**config.mk**
```make
export PLATFORM = sky130hd
export DESIGN_NAME = lcd_vtiming_gen
export DESIGN_NICKNAME = d
export VERILOG_FILES = /design/src/rtl/lcd_vt_pkg.sv /design/src/rtl/lcd_vt_cfg_reg.sv /design/src/rtl/lcd_vt_seq.sv /design/src/rtl/lcd_vt_out.sv /design/src/rtl/lcd_vtiming_gen.sv
export SDC_FILE = /design/constraint.sdc
export NUM_CORES = 1
export LEC_CHECK = 0
export BUFFER_PORTS_ARGS = -buffer_cell sky130_fd_sc_hd__buf_2
export CAP_MARGIN = 20
export CORE_UTILIZATION = 35
export DETAILED_ROUTE_END_ITERATION = 10
export PLACE_DENSITY_LB_ADDON = 0.1
export RECOVER_POWER = 50
export SYNTH_ARGS = -nofsm -noshare
export SYNTH_HDL_FRONTEND = slang
export SYNTH_HIERARCHICAL = 1
export SYNTH_SLANG_ARGS = --single-unit
```
**constraint.sdc**
```tcl
create_clock -name clk -period 2.1 [get_ports clk]
set_input_delay 0.105 -clock clk [delete_from_list [all_inputs] [get_ports clk]]
set_output_delay 0.105 -clock clk [all_outputs]
set_load 0.02 [all_outputs]
```
**src/rtl/lcd_vt_pkg.sv**
```systemverilog
package lcd_vt_pkg;

  localparam int unsigned LPP_W = 10;
  localparam int unsigned SW_W  = 6;
  localparam int unsigned FP_W  = 8;
  localparam int unsigned BP_W  = 8;

  localparam int unsigned LPP_LSB = 0;
  localparam int unsigned SW_LSB  = LPP_LSB + LPP_W;
  localparam int unsigned FP_LSB  = SW_LSB + SW_W;
  localparam int unsigned BP_LSB  = FP_LSB + FP_W;
  localparam int unsigned CFG_W   = BP_LSB + BP_W;

  function automatic int unsigned max2(input int unsigned a, input int unsigned b);
    return (a > b) ? a : b;
  endfunction

  // Phase counter must hold the longest phase length minus one
  localparam int unsigned CNT_W = max2(max2(LPP_W, SW_W), max2(FP_W, BP_W));

  typedef logic [CNT_W-1:0] vt_cnt_t;

  typedef enum logic [2:0] {
    PH_IDLE   = 3'd0,
    PH_BACK   = 3'd1,
    PH_ACTIVE = 3'd2,
    PH_FRONT  = 3'd3,
    PH_SYNC   = 3'd4
  } vt_phase_e;

  typedef struct packed {
    logic [BP_W-1:0]  bp;
    logic [FP_W-1:0]  fp;
    logic [SW_W-1:0]  sw;
    logic [LPP_W-1:0] lpp;
    logic             tft;
  } vt_cfg_t;

endpackage

```
**src/rtl/lcd_vt_cfg_reg.sv**
```systemverilog
module lcd_vt_cfg_reg
  import lcd_vt_pkg::*;
(
  input  logic             clk,
  input  logic             rst_n,
  input  logic             load,
  input  logic [CFG_W-1:0] cfg_word,
  input  logic             tft_mode,
  output vt_cfg_t          cfg_eff,
  output vt_cfg_t          cfg_q
);

  vt_cfg_t cfg_live;

  always_comb begin
    cfg_live.bp  = cfg_word[BP_LSB  +: BP_W];
    cfg_live.fp  = cfg_word[FP_LSB  +: FP_W];
    cfg_live.sw  = cfg_word[SW_LSB  +: SW_W];
    cfg_live.lpp = cfg_word[LPP_LSB +: LPP_W];
    cfg_live.tft = tft_mode;
  end

  always_ff @(posedge clk or negedge rst_n) begin
    if (!rst_n) begin
      cfg_q <= '0;
    end else if (load) begin
      cfg_q <= cfg_live;
    end
  end

  // The start edge uses the live word; the rest of the run uses the frozen copy
  assign cfg_eff = load ? cfg_live : cfg_q;

endmodule

```
**src/rtl/lcd_vt_seq.sv**
```systemverilog
module lcd_vt_seq
  import lcd_vt_pkg::*;
(
  input  logic      clk,
  input  logic      rst_n,
  input  logic      enable,
  input  logic      line_end,
  input  vt_cfg_t   cfg,
  output vt_phase_e phase_q,
  output vt_cnt_t   cnt_q,
  output logic      frame_start_q,
  output logic      load
);

  vt_phase_e phase_d;
  vt_cnt_t   cnt_d;
  logic      fs_d;
  logic      adv_en;
  vt_cnt_t   last_cnt;
  vt_phase_e first_ph;
  vt_phase_e after_ph;
  logic      at_last;

  assign load = enable && (phase_q == PH_IDLE);

  // Skip an empty back porch
  assign first_ph = (cfg.bp != '0) ? PH_BACK : PH_ACTIVE;

  always_comb begin
    last_cnt = '0;
    after_ph = PH_IDLE;
    unique case (phase_q)
      PH_BACK: begin
        last_cnt = vt_cnt_t'(cfg.bp) - vt_cnt_t'(1);
        after_ph = PH_ACTIVE;
      end
      PH_ACTIVE: begin
        last_cnt = vt_cnt_t'(cfg.lpp);
        after_ph = (cfg.fp != '0) ? PH_FRONT : PH_SYNC;
      end
      PH_FRONT: begin
        last_cnt = vt_cnt_t'(cfg.fp) - vt_cnt_t'(1);
        after_ph = PH_SYNC;
      end
      PH_SYNC: begin
        last_cnt = vt_cnt_t'(cfg.sw);
        after_ph = first_ph;
      end
      default: begin
        last_cnt = '0;
        after_ph = first_ph;
      end
    endcase
  end

  assign at_last = (cnt_q == last_cnt);

  always_comb begin
    phase_d = phase_q;
    cnt_d   = cnt_q;
    fs_d    = 1'b0;
    if (!enable) begin
      phase_d = PH_IDLE;
      cnt_d   = '0;
    end else if (phase_q == PH_IDLE) begin
      phase_d = first_ph;
      cnt_d   = '0;
      fs_d    = 1'b1;
    end else if (line_end) begin
      if (at_last) begin
        phase_d = after_ph;
        cnt_d   = '0;
        fs_d    = (phase_q == PH_SYNC);
      end else begin
        cnt_d = cnt_q + vt_cnt_t'(1);
      end
    end
  end

  // State moves only on a line-end, a start or a disable
  assign adv_en = !enable || (phase_q == PH_IDLE) || line_end;

  always_ff @(posedge clk or negedge rst_n) begin
    if (!rst_n) begin
      phase_q <= PH_IDLE;
      cnt_q   <= '0;
    end else if (adv_en) begin
      phase_q <= phase_d;
      cnt_q   <= cnt_d;
    end
  end

  always_ff @(posedge clk or negedge rst_n) begin
    if (!rst_n) begin
      frame_start_q <= 1'b0;
    end else begin
      frame_start_q <= fs_d;
    end
  end

endmodule

```
**src/rtl/lcd_vt_out.sv**
```systemverilog
module lcd_vt_out
  import lcd_vt_pkg::*;
(
  input  vt_phase_e        phase_q,
  input  vt_cnt_t          cnt_q,
  input  logic             tft,
  output logic             vsync,
  output logic             line_active,
  output logic [LPP_W-1:0] line_index
);

  logic in_sync;
  logic first_line;

  assign in_sync     = (phase_q == PH_SYNC);
  assign first_line  = (cnt_q == '0);
  assign line_active = (phase_q == PH_ACTIVE);

  // TFT: whole sync phase; passive: first line period of it only
  assign vsync       = in_sync && (tft || first_line);
  assign line_index  = line_active ? cnt_q[LPP_W-1:0] : '0;

endmodule

```
**src/rtl/lcd_vtiming_gen.sv**
```systemverilog
module lcd_vtiming_gen
  import lcd_vt_pkg::*;
#(
  parameter int unsigned RST_STAGES = 2
)(
  input  logic             clk,
  input  logic             rst_n,
  input  logic             enable,
  input  logic             tft_mode,
  input  logic [CFG_W-1:0] cfg_word,
  input  logic             line_end,
  output logic             vsync,
  output logic             line_active,
  output logic [LPP_W-1:0] line_index,
  output logic             frame_start
);

  logic [RST_STAGES-1:0] rst_pipe;
  logic                  rst_n_int;

  // Asynchronous assert, synchronous release
  always_ff @(posedge clk or negedge rst_n) begin
    if (!rst_n) begin
      rst_pipe <= '0;
    end else begin
      rst_pipe <= {rst_pipe[RST_STAGES-2:0], 1'b1};
    end
  end
  assign rst_n_int = rst_pipe[RST_STAGES-1];

  vt_cfg_t   cfg_eff;
  vt_cfg_t   cfg_q;
  vt_phase_e phase_w;
  vt_cnt_t   cnt_w;
  logic      load_w;

  lcd_vt_cfg_reg u_cfg (
    .clk      (clk),
    .rst_n    (rst_n_int),
    .load     (load_w),
    .cfg_word (cfg_word),
    .tft_mode (tft_mode),
    .cfg_eff  (cfg_eff),
    .cfg_q    (cfg_q)
  );

  lcd_vt_seq u_seq (
    .clk           (clk),
    .rst_n         (rst_n_int),
    .enable        (enable),
    .line_end      (line_end),
    .cfg           (cfg_eff),
    .phase_q       (phase_w),
    .cnt_q         (cnt_w),
    .frame_start_q (frame_start),
    .load          (load_w)
  );

  lcd_vt_out u_out (
    .phase_q     (phase_w),
    .cnt_q       (cnt_w),
    .tft         (cfg_q.tft),
    .vsync       (vsync),
    .line_active (line_active),
    .line_index  (line_index)
  );

endmodule

```
# ---- Word level (Yosys, flattened, before mapping)
# Index checks and enable logic that the tools add are counted.
dict set report op_classes {
  mux 18
  n_eq_ne 7
  n_reduce_logical 12
  n_addsub 3
}
# op n
set op_table {}
lappend op_table {{$mux W10} 5}
lappend op_table {{$pmux W10 S4} 1}
lappend op_table {{$mux W33} 1}
lappend op_table {{$sub A8 B1 Y9 const B} 2}
lappend op_table {{$reduce_bool A8 Y1} 2}
lappend op_table {{$mux W3} 5}
lappend op_table {{$add A10 B1 Y10 const B} 1}
lappend op_table {{$eq A10 B10 Y1} 1}
lappend op_table {{$logic_not A10 Y1} 1}
lappend op_table {{$pmux W3 S3} 1}
lappend op_table {{$eq A3 B2 Y1 const B} 2}
lappend op_table {{$ne A3 B1 Y1 const B} 2}
lappend op_table {{$mux W1} 4}
lappend op_table {{$eq A3 B1 Y1 const B} 1}
lappend op_table {{$eq A3 B3 Y1 const B} 1}
lappend op_table {{$logic_not A3 Y1} 1}
lappend op_table {{$logic_or A1 B1 Y1} 3}
lappend op_table {{$reduce_and A3 Y1} 1}
lappend op_table {{$logic_and A1 B1 Y1} 2}
lappend op_table {{$mux W2} 1}
lappend op_table {{$reduce_and A2 Y1} 1}
lappend op_table {{$logic_not A1 Y1} 1}
dict set report word_totals {
  word_cells 49
  reg_bits 49
  input_bits 37
  output_inout_bits 13
}

# ---- Depth between registers and ports, before layout
# Gate-level depths: netlist (run 1).
dict set report depth {
  ltp_word 10
  mapped_depth 17
  depth_no_buf 12
}

# ---- Hierarchy
# Netlist (run 1), hierarchy kept.
# mod seq_area_each_um2 area_per_inst_um2 n_inst cells_per_inst
set by_module_without_submodules {}
lappend by_module_without_submodules {lcd_vt_seq 350.3 1681.6 1 203}
lappend by_module_without_submodules {lcd_vt_cfg_reg 825.8 1381.3 1 70}
lappend by_module_without_submodules {lcd_vt_out 0.0 113.9 1 17}
lappend by_module_without_submodules {lcd_vtiming_gen 50.0 53.8 1 3}

# ---- Worst setup path before layout (run 1)
# OpenSTA, ideal clock, no wires.
dict set report synth_path {
  path_kind {register to register}
  startpoint {register u_seq.phase_q[1]}
  endpoint {register u_seq.phase_q[0]}
  setup_slack_ps -1993
  required_ps 2020
  t_arrival_ps 4013
  stages_incl_launch_ff 17
  n_path_buf 4
  cell_sequence {dfrtp_1 -> buf_2 -> buf_2 -> o31ai_1 -> and2_1 -> buf_6 -> buf_12 -> mux2_4 -> inv_1 -> ha_1 -> or3b_2 -> xnor2_1 -> a211oi_1 -> xor2_1 -> o311ai_4 -> or4_4 -> o211ai_2}
}
# item line
set synth_lines {}
lappend synth_lines {{start, declared} lcd_vt_seq.sv:9} ;# output vt_phase_e phase_q,
lappend synth_lines {{start signal, assigned} lcd_vt_seq.sv:88} ;# phase_q <= phase_d;

==> results.sh, run 1 <==
export IMPL_status="finished with violations"
export IMPL_violations="DRC, setup timing"
export IMPL_die_h_um=98.1
export IMPL_period_needed_ps=3570
export IMPL_p_clk_share_pct=11.2
export IMPL_min_from="tft_mode"
export IMPL_htree_levels=2
export IMPL_wl_per_cell_um=17.0
export IMPL_synthCells=293
export IMPL_first_pass_iters=7
export IMPL_drive_above_1_share_pct=49.1
export IMPL_grt_max_degree=29
export IMPL_clockBufferDepth=2
export IMPL_dieWidth_um=98.1
export IMPL_drc=5
export IMPL_endpoint_kind="flip-flop"
export IMPL_p_leak_uw=0.00193
export IMPL_seqPwrFrac_pct=26.6
export IMPL_postLayoutCoreUtil_pct=47.7
export IMPL_clockRootBuffer="clkbuf_8"
export IMPL_slew_violations=0
export IMPL_area_growth_pct=30.6
export IMPL_gp_congestion=0.843
export IMPL_max_stage_delay_ps=540
export IMPL_clk_latency_ps=300
export IMPL_setup_tns_final_ps=-19490
export IMPL_post_dp_cell_area_um2=3990
export IMPL_hold_path_end="u_cfg/cfg_q[0]"
export IMPL_reg2reg_to="u_seq/phase_q[2]"
export IMPL_reg2regPathDepth=11
export IMPL_finalSetupViolCount=14
export IMPL_hold_depth=2
export IMPL_cts_tree="done"
export IMPL_reg2reg_from="u_seq/phase_q[0]"
export IMPL_drv_cap=0
export IMPL_syn_nets=335
export IMPL_rsz0062_at_grt="yes"
export IMPL_tightestPinTransition_ps=975
export IMPL_ys_seq_area_share_pct=38.0
export IMPL_cts_made_buffers=5
export IMPL_fin_skew_ps=4.30
export IMPL_cellPowerDensity_nw_per_um2=1150
export IMPL_grt_pass1_vias=2691
export IMPL_synth_area_um2=3230
export IMPL_path_max_fanout=5
export IMPL_nNetsFinal=438
export IMPL_dieArea_um2=9620
export IMPL_switching_share_pct=39.8
export IMPL_p_int_uw=2910
export IMPL_num_rows=34
export IMPL_crit_path_start_kind="flip-flop"
export IMPL_period_share_pct=170
export IMPL_critical_path_buf_inv_count=1
export IMPL_crit_top_cell="or4_4"
export IMPL_antenna_found_initial=0
export IMPL_cts_sink_count=49
export IMPL_hold_viol=0
export IMPL_crit_path_top_delay_cell="or4_4"
export IMPL_vias_per_cell=5.29
export IMPL_rrSetupSlack_ps=-1470
export IMPL_holdWs_ps=41.7
export IMPL_vias=2671
export IMPL_io_buffer_count=49
export IMPL_required_ps=2290
export IMPL_synth_distinct_cells=62
export IMPL_power_frac_comb_pct=62.2
export IMPL_ys_warn_count=6
export IMPL_grt_pass1_wl_mm=14.1
export IMPL_synth_top_cell_by_area="dfrtp_1"
export IMPL_total_power_uw=4840
export IMPL_final_cell_area_um2=4220
export IMPL_grt_overflow=0
export IMPL_clk_pin_slew_ps=90
export IMPL_cp_cell_sequence="o31ai_4, and2_4, mux2_4, buf_6, or4_4, o21ai_2, a21oi_2, or4_4, a211o_1, o311a_1, a41o_1"
export IMPL_switchingPower_uw=1920
export IMPL_critical_path_arrival_ps=3760
export IMPL_grt_usage_pct=18.9
export IMPL_synth_top_area_share_pct=38.0
export IMPL_synth_area_leaders="dfrtp_1, mux2_4, xor2_1"
export IMPL_hp_class="input pin to flip-flop"
export IMPL_ys_async_sr_fraction_pct=100
export IMPL_ys_flop_type="dfrtp_1"
export IMPL_synth_edf_count=0
export IMPL_ys_ff_latch=49
export IMPL_critical_path_class="flip-flop to flip-flop"
export IMPL_avgSynthCellArea_um2=11.0
export IMPL_final_antenna_net_count=0
export IMPL_hpwl_mm=6.47
export IMPL_ios=50
export IMPL_drt_initial_drc_count=100
export IMPL_start_util_pct=36.5
export IMPL_worst_slack_ps=-1470
export IMPL_cp_top_family="compound AO/OA/AOI/OAI gates"
export IMPL_max_freq_ghz=0.280
export IMPL_antenna_cells=0
export IMPL_yosysMostFrequentCell="dfrtp_1"
export IMPL_vdd_drop_max_mv=0.447
export IMPL_synthTopCellsByCount="dfrtp_1, mux2_4, a21oi_1"
export IMPL_routed_wl_mm=8.59
export IMPL_slew_headroom_pct=35.0
export IMPL_core_area_um2=8850
## layout make-up
cell class	count	area [um^2]
fill	846	4630
multi-input combinational	218	1980
sequential	49	1230
timing repair buffer	115	772
tap	108	135
clock buffer	8	80.1
inverter	7	26.3
## per-stage QoR
step	setup slack (ps)	cells
final	-1470	505
after global routing	-1600	505
after floorplan	-1680	293
after global placement	-1510	494
after CTS	-1470	504
after detailed placement	-1510	494
## logic make-up (layout without fill, tap and decap cells)
logic type	after synthesis	count (layout)	share of synthesized area, %
AO/OA/AOI/OAI	65	65	14.7
XOR/XNOR	14	14	3.80
adder cells (fa/ha/maj)	5	5	1.94
buffers and inverters	27	130	6.39
flip-flops	49	49	38.0
multiplexers	37	37	16.2
other	1	1	0.116
AND/OR/NAND/NOR	95	96	18.9
## placed cells by master, fill, tap and decap left out, types with 5 or more instances in the layout
master    count
nand2_1      10
dfrtp_1      49
nand3b_1      7
a211oi_2      6
nor3_1        5
buf_2        48
or3_1         6
clkbuf_8      5
buf_4        60
nand3_1       6
o31ai_1       5
a21oi_1      12
and2_1       11
xor2_1       11
nor2_1       11
inv_1         5
mux2_4       30
## power groups by stage
stage | combinational, uW | clock [uW] | sequential (uW)
detailed placement | 2750 | 0 | 1310
finish | 3010 | 541 | 1290
CTS | 2950 | 572 | 1290
floorplan | 1890 | 0 | 1300
global route | 3270 | 611 | 1310
global placement | 2750 | 0 | 1300
## metal layers
| layer | share of wire (%) | global-route usage [%] | vias to the layer above |
|---|---|---|---|
| li1 | - | - | 1301 |
| met1 | 51 | 26.8 | 1325 |
| met2 | 46 | 30.5 | 40 |
| met3 | 2.6 | 2.65 | 5 |
| met4 | 0.79 | 3.96 | 0 |
| met5 | 0 | 0 | - |
## what timing repair did
action | CTS | global route
resized for setup | 29 | 4
setup endpoints to repair | 14 | 14
hold buffers | 1 | 0
gates cloned | 1 | 0
buffers inserted | 0 | 1
pin swaps | 5 | 4
endpoints found under the hold margin | 2 | 0
## registers in the layout, summed over array words and instances (netlist names)
name / count
u_seq/phase_q: 3
u_seq/cnt_q: 10
rst_pipe: 2
u_seq/frame_start_q: 1
u_cfg/cfg_q: 33
## how the worst max path moves through the flow
| stage | slack [ps] | to | cells past startpoint | start |
|---|---|---|---|---|
| 2_1_floorplan | -1680 | u_seq/phase_q[2] | 14 | u_seq/phase_q[0] |
| 3_3_place_gp | -1510 | u_seq/phase_q[2] | 13 | u_seq/phase_q[0] |
| 3_5_place_dp | -1510 | u_seq/phase_q[0] | 11 | u_seq/phase_q[0] |
| 4_1_cts | -1470 | u_seq/phase_q[2] | 11 | u_seq/phase_q[0] |
| 5_1_grt | -1600 | u_seq/phase_q[0] | 13 | u_seq/phase_q[0] |
| 6_report | -1470 | u_seq/phase_q[2] | 11 | u_seq/phase_q[0] |
Power figures use the tool's default switching activity.
==> run 2: changes to the inputs <==
--- a/config.mk
+++ b/config.mk
@@ -13,5 +13,4 @@
 export RECOVER_POWER = 50
 export SYNTH_ARGS = -nofsm -noshare
 export SYNTH_HDL_FRONTEND = slang
-export SYNTH_HIERARCHICAL = 1
 export SYNTH_SLANG_ARGS = --single-unit
==> run 2 against run 1 <==
Against the previous run: the flow finishes with violations (setup timing); worst setup slack lost 73 ps; count of clock-buffer cells in the layout decreased by 3; utilization increased by 5.3 points; combinational power increased by 17%.
==> results.sh, run 2 <==
export IMPL_cellPowerDensity_nw_per_um2=1240
export IMPL_endpoint_kind="flip-flop"
export IMPL_reg_top3="u_cfg.cfg_q: 33 flops, u_seq.cnt_q: 10 flops, u_seq.phase_q: 3 flops"
export IMPL_synth_top_cell_by_area="dfrtp_1"
export IMPL_critical_path_class="flip-flop to flip-flop"
export IMPL_vias_per_cell=5.20
export IMPL_top_register="u_cfg.cfg_q"
export IMPL_hpwl_mm=7.60
export IMPL_cp_cell_sequence="or4b_4, nand2_1, and2_4, ha_4, or3b_4, o31a_1, nor3_2, o41ai_1, a32oi_1, or4b_4, o211ai_1, o41ai_4"
export IMPL_layout_cells_non_filler=629
export IMPL_routed_wl_mm=9.99
export IMPL_drc=0
export IMPL_synth_distinct_cells=64
export IMPL_synth_area_leaders="dfrtp_1, nand2_1, and2_1"
export IMPL_crit_top_cell="or4b_4"
export IMPL_regArea_um2=1230
export IMPL_dpl_cell_count=596
export IMPL_io_buffer_count=49
export IMPL_area_growth_pct=46.2
export IMPL_required_ps=2290
export IMPL_drive_above_1_share_pct=34.4
export IMPL_drv_cap=0
export IMPL_core_area_um2=8720
export IMPL_htree_levels=2
export IMPL_grt_max_degree=30
export IMPL_nNetsFinal=561
export IMPL_synth_area_um2=3160
export IMPL_dieWidth_um=97.0
export IMPL_clockBufferDepth=2
export IMPL_clockRootBuffer="clkbuf_8"
export IMPL_syn_nets=422
export IMPL_worst_slack_ps=-1540
export IMPL_fin_skew_ps=11.1
export IMPL_ios=50
export IMPL_violations="setup timing"
export IMPL_hold_viol=0
export IMPL_clk_latency_ps=320
export IMPL_finalSetupViolCount=15
export IMPL_grt_pass1_vias=3201
export IMPL_cts_sink_count=49
export IMPL_status="finished with violations"
export IMPL_crit_path_start_kind="flip-flop"
export IMPL_die_h_um=97.0
export IMPL_final_antenna_net_count=0
export IMPL_wl_per_cell_um=15.9
export IMPL_period_share_pct=173
export IMPL_grt_usage_pct=22.0
export IMPL_layout_commonest_cell="nand2_1"
export IMPL_antenna_cells=0
export IMPL_num_rows=34
export IMPL_critical_path_buf_inv_count=0
export IMPL_clk_pin_slew_ps=110
export IMPL_dieArea_um2=9410
export IMPL_synthTopCellsByCount="nand2_1, dfrtp_1, clkbuf_1"
export IMPL_cp_top_family="simple AND/OR/NAND/NOR gates"
export IMPL_ys_warn_count=0
export IMPL_first_pass_iters=4
export IMPL_p_leak_uw=0.00226
export IMPL_total_power_uw=5750
export IMPL_cts_made_buffers=5
export IMPL_ys_async_sr_fraction_pct=100
export IMPL_antenna_found_initial=0
export IMPL_crit_path_top_delay_cell="or4b_4"
export IMPL_start_util_pct=36.2
export IMPL_drt_initial_drc_count=146
export IMPL_period_needed_ps=3640
export IMPL_vdd_drop_max_mv=0.615
export IMPL_yosysMostFrequentCell="nand2_1"
export IMPL_grt_pass1_wl_mm=16.5
export IMPL_multi_input_area_um2=1990
export IMPL_cts_tree="done"
export IMPL_slew_headroom_pct=33.1
export IMPL_grt_overflow=0
export IMPL_final_cell_mix="nand2_1, buf_4, dfrtp_1"
export IMPL_hp_class="input pin to flip-flop"
export IMPL_setup_tns_final_ps=-20480
export IMPL_path_max_fanout=7
export IMPL_largest_register_ffs=33
export IMPL_rsz0062_at_grt="yes"
export IMPL_tightestPinTransition_ps=1000
export IMPL_synthCells=381
export IMPL_avgSynthCellArea_um2=8.30
export IMPL_ys_flop_type="dfrtp_1"
export IMPL_slew_violations=0
export IMPL_critical_path_arrival_ps=3830
export IMPL_synth_top_area_share_pct=38.8
export IMPL_fillCellCount=834
export IMPL_ys_ff_latch=49
export IMPL_ys_seq_area_share_pct=38.8
export IMPL_max_freq_ghz=0.275
export IMPL_gp_congestion=0.870
export IMPL_synth_edf_count=0
export IMPL_max_stage_delay_ps=600
export IMPL_vias=3271
## run 2: cell count changes after synthesis, sizes merged, moves of 5 or more
cell	change
clkbuf	+12
mux2	-31
nand2	+82
nor3	+7
buf	-8
nor2b	+5
inv	+5
a21oi	-6
## run 2: final timing paths
path,startpoint,to,slack (ps),cells past startpoint
min in group asynchronous,rst_pipe[1],u_seq.phase_q[1],90,0
max in group asynchronous,rst_pipe[1],u_seq.cnt_q[4],830,1
min,cfg_word[23],u_cfg.cfg_q[24],30,2
min reg2reg,rst_pipe[1],u_seq.phase_q[1],90,0
max,u_seq.phase_q[0],u_seq.phase_q[2],-1540,12
max reg2reg,u_seq.phase_q[0],u_seq.phase_q[2],-1540,12
## run 2: layout make-up
cell class / instances / share of cell area [%]
Clock buffer: 5 / 1.49
Clock inverter: 3 / 1.03
Inverter: 13 / 1.06
Multi-Input combinational cell: 295 / 43.0
Sequential cell: 49 / 26.5
Tap cell: 108 / 2.93
Timing Repair Buffer: 156 / 24.0
## run 2: stage by stage
step	utilization, %	hold WS, ps	worst slack (ps)	area [um^2]
final	53.0	28.6	-1540	4620
after global routing	53.0	31.2	-1670	4620
after CTS	52.4	26.5	-1610	4570
after detailed placement	46.8	-106	-1650	4080
after global placement	46.8	-108	-1610	4080
after floorplan	-	-191	-1610	3220
## run 2: repair_timing
item / in CTS / in global routing
endpoints found under the hold margin: 20 / 0
hold buffers: 19 / 0
resized for setup: 28 / 13
endpoints found under the setup margin: 14 / 25
pin swaps: 22 / 12
setup buffers: 6 / 1
## run 2: cell families after synthesis
logic type,Yosys count,synth area share [%]
flip-flops,49,38.8
AND/OR/NAND/NOR,210,34.9
AO/OA/AOI/OAI,62,14.3
buffers and inverters,37,4.87
multiplexers,7,2.41
XOR/XNOR,11,3.05
adder cells (fa/ha/maj),4,1.58
other,1,0.119
## run 2: per-layer routing
layer	global-route usage [%]	wire (um)
met1	30.7	4780
met2	36.4	4810
met3	3.47	350
met5	0	0
met4	4.02	44
## run 2: power by group
group | internal (uW) | switching, uW | total (uW)
clock | 364 | 370 | 734
combinational | 1720 | 1800 | 3520
sequential | 1280 | 206 | 1490
==> run 3: changes to the inputs <==
--- a/config.mk
+++ b/config.mk
@@ -5,6 +5,7 @@
 export SDC_FILE = /design/constraint.sdc
 export NUM_CORES = 1
 export LEC_CHECK = 0
+export ABC_AREA = 1
 export BUFFER_PORTS_ARGS = -buffer_cell sky130_fd_sc_hd__buf_2
 export CAP_MARGIN = 20
 export CORE_UTILIZATION = 35
==> constraint.sdc (replaced) <==
create_clock -name clk -period 2.1 [get_ports clk]
set_input_delay 0.105 -clock clk [delete_from_list [all_inputs] [get_ports clk]]
set_output_delay 0.105 -clock clk [all_outputs]
set_load 0.005 [all_outputs]
==> run 3 against run 2 <==
Against the previous run: largest power group unchanged; the flow still finishes with violations (setup timing); die area is 1.7% lower; non-clock buffer count is 35 lower; clock skew is 0.54 ps higher; clock power is 2% lower; worst hold slack worse by 9.7 ps; first-iteration DRC count is 17% lower; count of clock-buffer cells in the layout is 1 higher.
==> results.sh, run 3 <==
export IMPL_status="finished with violations"
export IMPL_violations="setup timing"
export IMPL_dieArea_um2=9260
export IMPL_final_cell_mix="nand2_1, inv_1, buf_4"
export IMPL_crit_path_start_kind="flip-flop"
export IMPL_io_buffer_count=49
export IMPL_grt_overflow=0
export IMPL_critical_path_class="flip-flop to flip-flop"
export IMPL_synth_distinct_cells=36
export IMPL_endpoint_kind="flip-flop"
export IMPL_reg2reg_from="u_seq.phase_q[0]"
export IMPL_final_antenna_net_count=0
export IMPL_antenna_found_initial=0
export IMPL_cp_cell_sequence="nor2_4, nand3_4, nand2_2, nand2_2, ha_4, inv_2, nand2_1, nand2_2, nor2_1, nand2_1, nand2_1, nand2_1, nor2_1, nand2_1, nor2_1, nand2_1, nor2_2, nand2_2, buf_4, nand4_1, o21ai_0"
export IMPL_finalSetupViolCount=14
export IMPL_p_clk_share_pct=13.5
export IMPL_dpl_cell_count=661
export IMPL_gp_congestion=0.890
export IMPL_grt_pass1_wl_mm=14.6
export IMPL_power_frac_comb_pct=60.1
export IMPL_ys_warn_count=0
export IMPL_cts_made_buffers=5
export IMPL_p_leak_uw=0.00227
export IMPL_min_from="cfg_word[6]"
export IMPL_cts_tree="done"
export IMPL_die_h_um=96.2
export IMPL_crit_top_cell="nand2_1"
export IMPL_met1_length_mm=4.32
export IMPL_top_register="u_cfg.cfg_q"
export IMPL_drv_cap=0
export IMPL_grt_pass1_vias=3021
export IMPL_start_util_pct=36.0
export IMPL_p_int_uw=3100
export IMPL_clk_pin_slew_ps=90
export IMPL_slew_violations=0
export IMPL_wl_per_cell_um=12.9
export IMPL_largest_register_ffs=33
export IMPL_slew_headroom_pct=50.8
export IMPL_ys_seq_area_share_pct=39.5
export IMPL_fin_skew_ps=11.6
export IMPL_worst_slack_ps=-346
export IMPL_vias_per_cell=4.63
export IMPL_met2_length_mm=4.01
export IMPL_num_rows=34
export IMPL_synth_area_um2=3110
export IMPL_layout_cells_non_filler=679
export IMPL_synth_edf_count=0
export IMPL_drive_above_1_share_pct=32.2
export IMPL_cellPowerDensity_nw_per_um2=1250
export IMPL_antenna_cells=0
export IMPL_grt_max_degree=27
export IMPL_hp_class="input pin to flip-flop"
export IMPL_rsz0062_at_grt="yes"
export IMPL_yosysMostFrequentCell="nand2_1"
export IMPL_synth_area_leaders="dfrtp_1, nand2_1, inv_1"
export IMPL_ys_ff_latch=49
export IMPL_max_freq_ghz=0.409
export IMPL_holdWs_ps=18.9
export IMPL_nNetsFinal=611
export IMPL_hold_viol=0
export IMPL_wl_met3_um=254
export IMPL_core_area_um2=8640
export IMPL_path_max_fanout=8
export IMPL_crit_path_top_delay_cell="dfrtp_1"
export IMPL_critical_path_arrival_ps=2630
export IMPL_seqPwrFrac_pct=26.5
export IMPL_synthCells=452
export IMPL_switching_share_pct=41.9
export IMPL_synth_top_area_share_pct=39.5
export IMPL_drc=0
export IMPL_dieWidth_um=96.2
export IMPL_avgSynthCellArea_um2=6.87
export IMPL_htree_levels=2
export IMPL_critPathLaunch="u_seq.phase_q[0]"
export IMPL_ys_flop_type="dfrtp_1"
export IMPL_first_pass_iters=4
export IMPL_max_stage_delay_ps=420
export IMPL_layout_commonest_cell="nand2_1"
export IMPL_hpwl_mm=6.85
export IMPL_synth_top_cell_by_area="dfrtp_1"
export IMPL_drt_initial_drc_count=121
export IMPL_required_ps=2290
export IMPL_grt_usage_pct=20.8
export IMPL_switchingPower_uw=2240
export IMPL_period_share_pct=116
export IMPL_routed_wl_mm=8.74
export IMPL_period_needed_ps=2450
export IMPL_reg_top3="u_cfg.cfg_q: 33 flops, u_seq.cnt_q: 10 flops, u_seq.phase_q: 3 flops"
export IMPL_vdd_drop_max_mv=0.393
export IMPL_clockBufferDepth=2
export IMPL_tightestPinTransition_ps=738
export IMPL_ys_async_sr_fraction_pct=100
export IMPL_syn_nets=493
export IMPL_clk_latency_ps=310
export IMPL_area_growth_pct=37.9
export IMPL_synthTopCellsByCount="nand2_1, inv_1, dfrtp_1"
export IMPL_ios=50
export IMPL_top_layer="met4"
export IMPL_vias=3147
export IMPL_setup_tns_final_ps=-4690
export IMPL_clockRootBuffer="clkbuf_8"
export IMPL_cts_sink_count=49
## run 3: cell count changes after synthesis, moves of 6 or more
cell,before,now
nor3_1,13,5
nand2_1,92,133
inv_1,12,74
nor2_1,15,36
nand3_1,10,48
and3_1,7,0
nor4_1,7,1
and2_1,13,6
nand4_1,5,29
nor2b_1,7,0
o31ai_1,6,0
or3_1,6,0
clkbuf_1,16,2
a21oi_1,9,3
## run 3: cell families (layout without fill, tap and decap cells)
family | after synthesis | in the layout | share of synthesized area, %
AOI/OAI and AO/OA | 26 | 26 | 5.03
xor gates and xnor gates | 6 | 6 | 1.69
adders and majority gates | 4 | 4 | 1.61
buffers and inverters | 91 | 210 | 11.6
DFF | 49 | 49 | 39.5
other | 1 | 1 | 0.121
and+or+nand+nor | 275 | 275 | 40.5
## run 3: per-stage QoR
stage	instance area, um^2	power (uW)	worst slack [ps]	util [%]
detailed placement	3940	4240	-509	45.7
CTS	4250	5290	-335	49.2
global route	4280	5860	-578	49.6
finish	4280	5340	-346	49.6
floorplan	3140	3130	-394	-
global placement	3940	4230	-461	45.7
## run 3: area by class of cell
class	instances	area (um^2)
inverters	81	310
well taps	108	135
fillers	881	4350
flip-flops and latches	49	1230
multi-input cells	312	1660
clock inverters	2	37.5
repair buffers	121	827
clock buffers	6	82.6
## run 3: worst paths after layout
check	cells after the start	to	slack (ps)
worst max-delay path	21	u_seq.cnt_q[1]	-350
worst min-delay path	3	u_cfg.cfg_q[7]	20
worst max register to register	21	u_seq.cnt_q[1]	-350
worst min register to register	0	u_cfg.cfg_q[4]	240
max in group asynchronous	1	u_cfg.cfg_q[31]	770
min in group asynchronous	2	rst_pipe[0]	90
## run 3: what timing repair did
item / in CTS / in global routing
hold buffers: 2 / 0
gates resized for setup: 27 / 15
setup buffers: 7 / 1
pin swaps: 17 / 8
endpoints found under the hold margin: 3 / 0
setup endpoints to repair: 16 / 19
## run 3: power groups by stage
stage | Sequential, uW | Combinational, uW | Clock, uW
2_1_floorplan | 1410 | 1720 | 0
3_3_place_gp | 1420 | 2810 | 0
3_5_place_dp | 1430 | 2810 | 0
4_1_cts | 1410 | 3130 | 747
5_1_grt | 1450 | 3630 | 779
6_report | 1410 | 3210 | 720
## run 3: worst max-delay path, delay by kind of cell (launching register included)
family / cells / cell delay, ps
AOI/OAI and AO/OA: 1 / 90
adders and majority gates: 1 / 270
buffers and inverters: 2 / 170
DFF: 1 / 420
and+or+nand+nor: 17 / 1380
## run 3: per-layer routing
metal | global-route usage, % | up-vias
met3 | 3.08 | 8
met5 | 0 | -
li1 | - | 1668
met2 | 32.8 | 45
met1 | 29.0 | 1426
met4 | 6.84 | 0
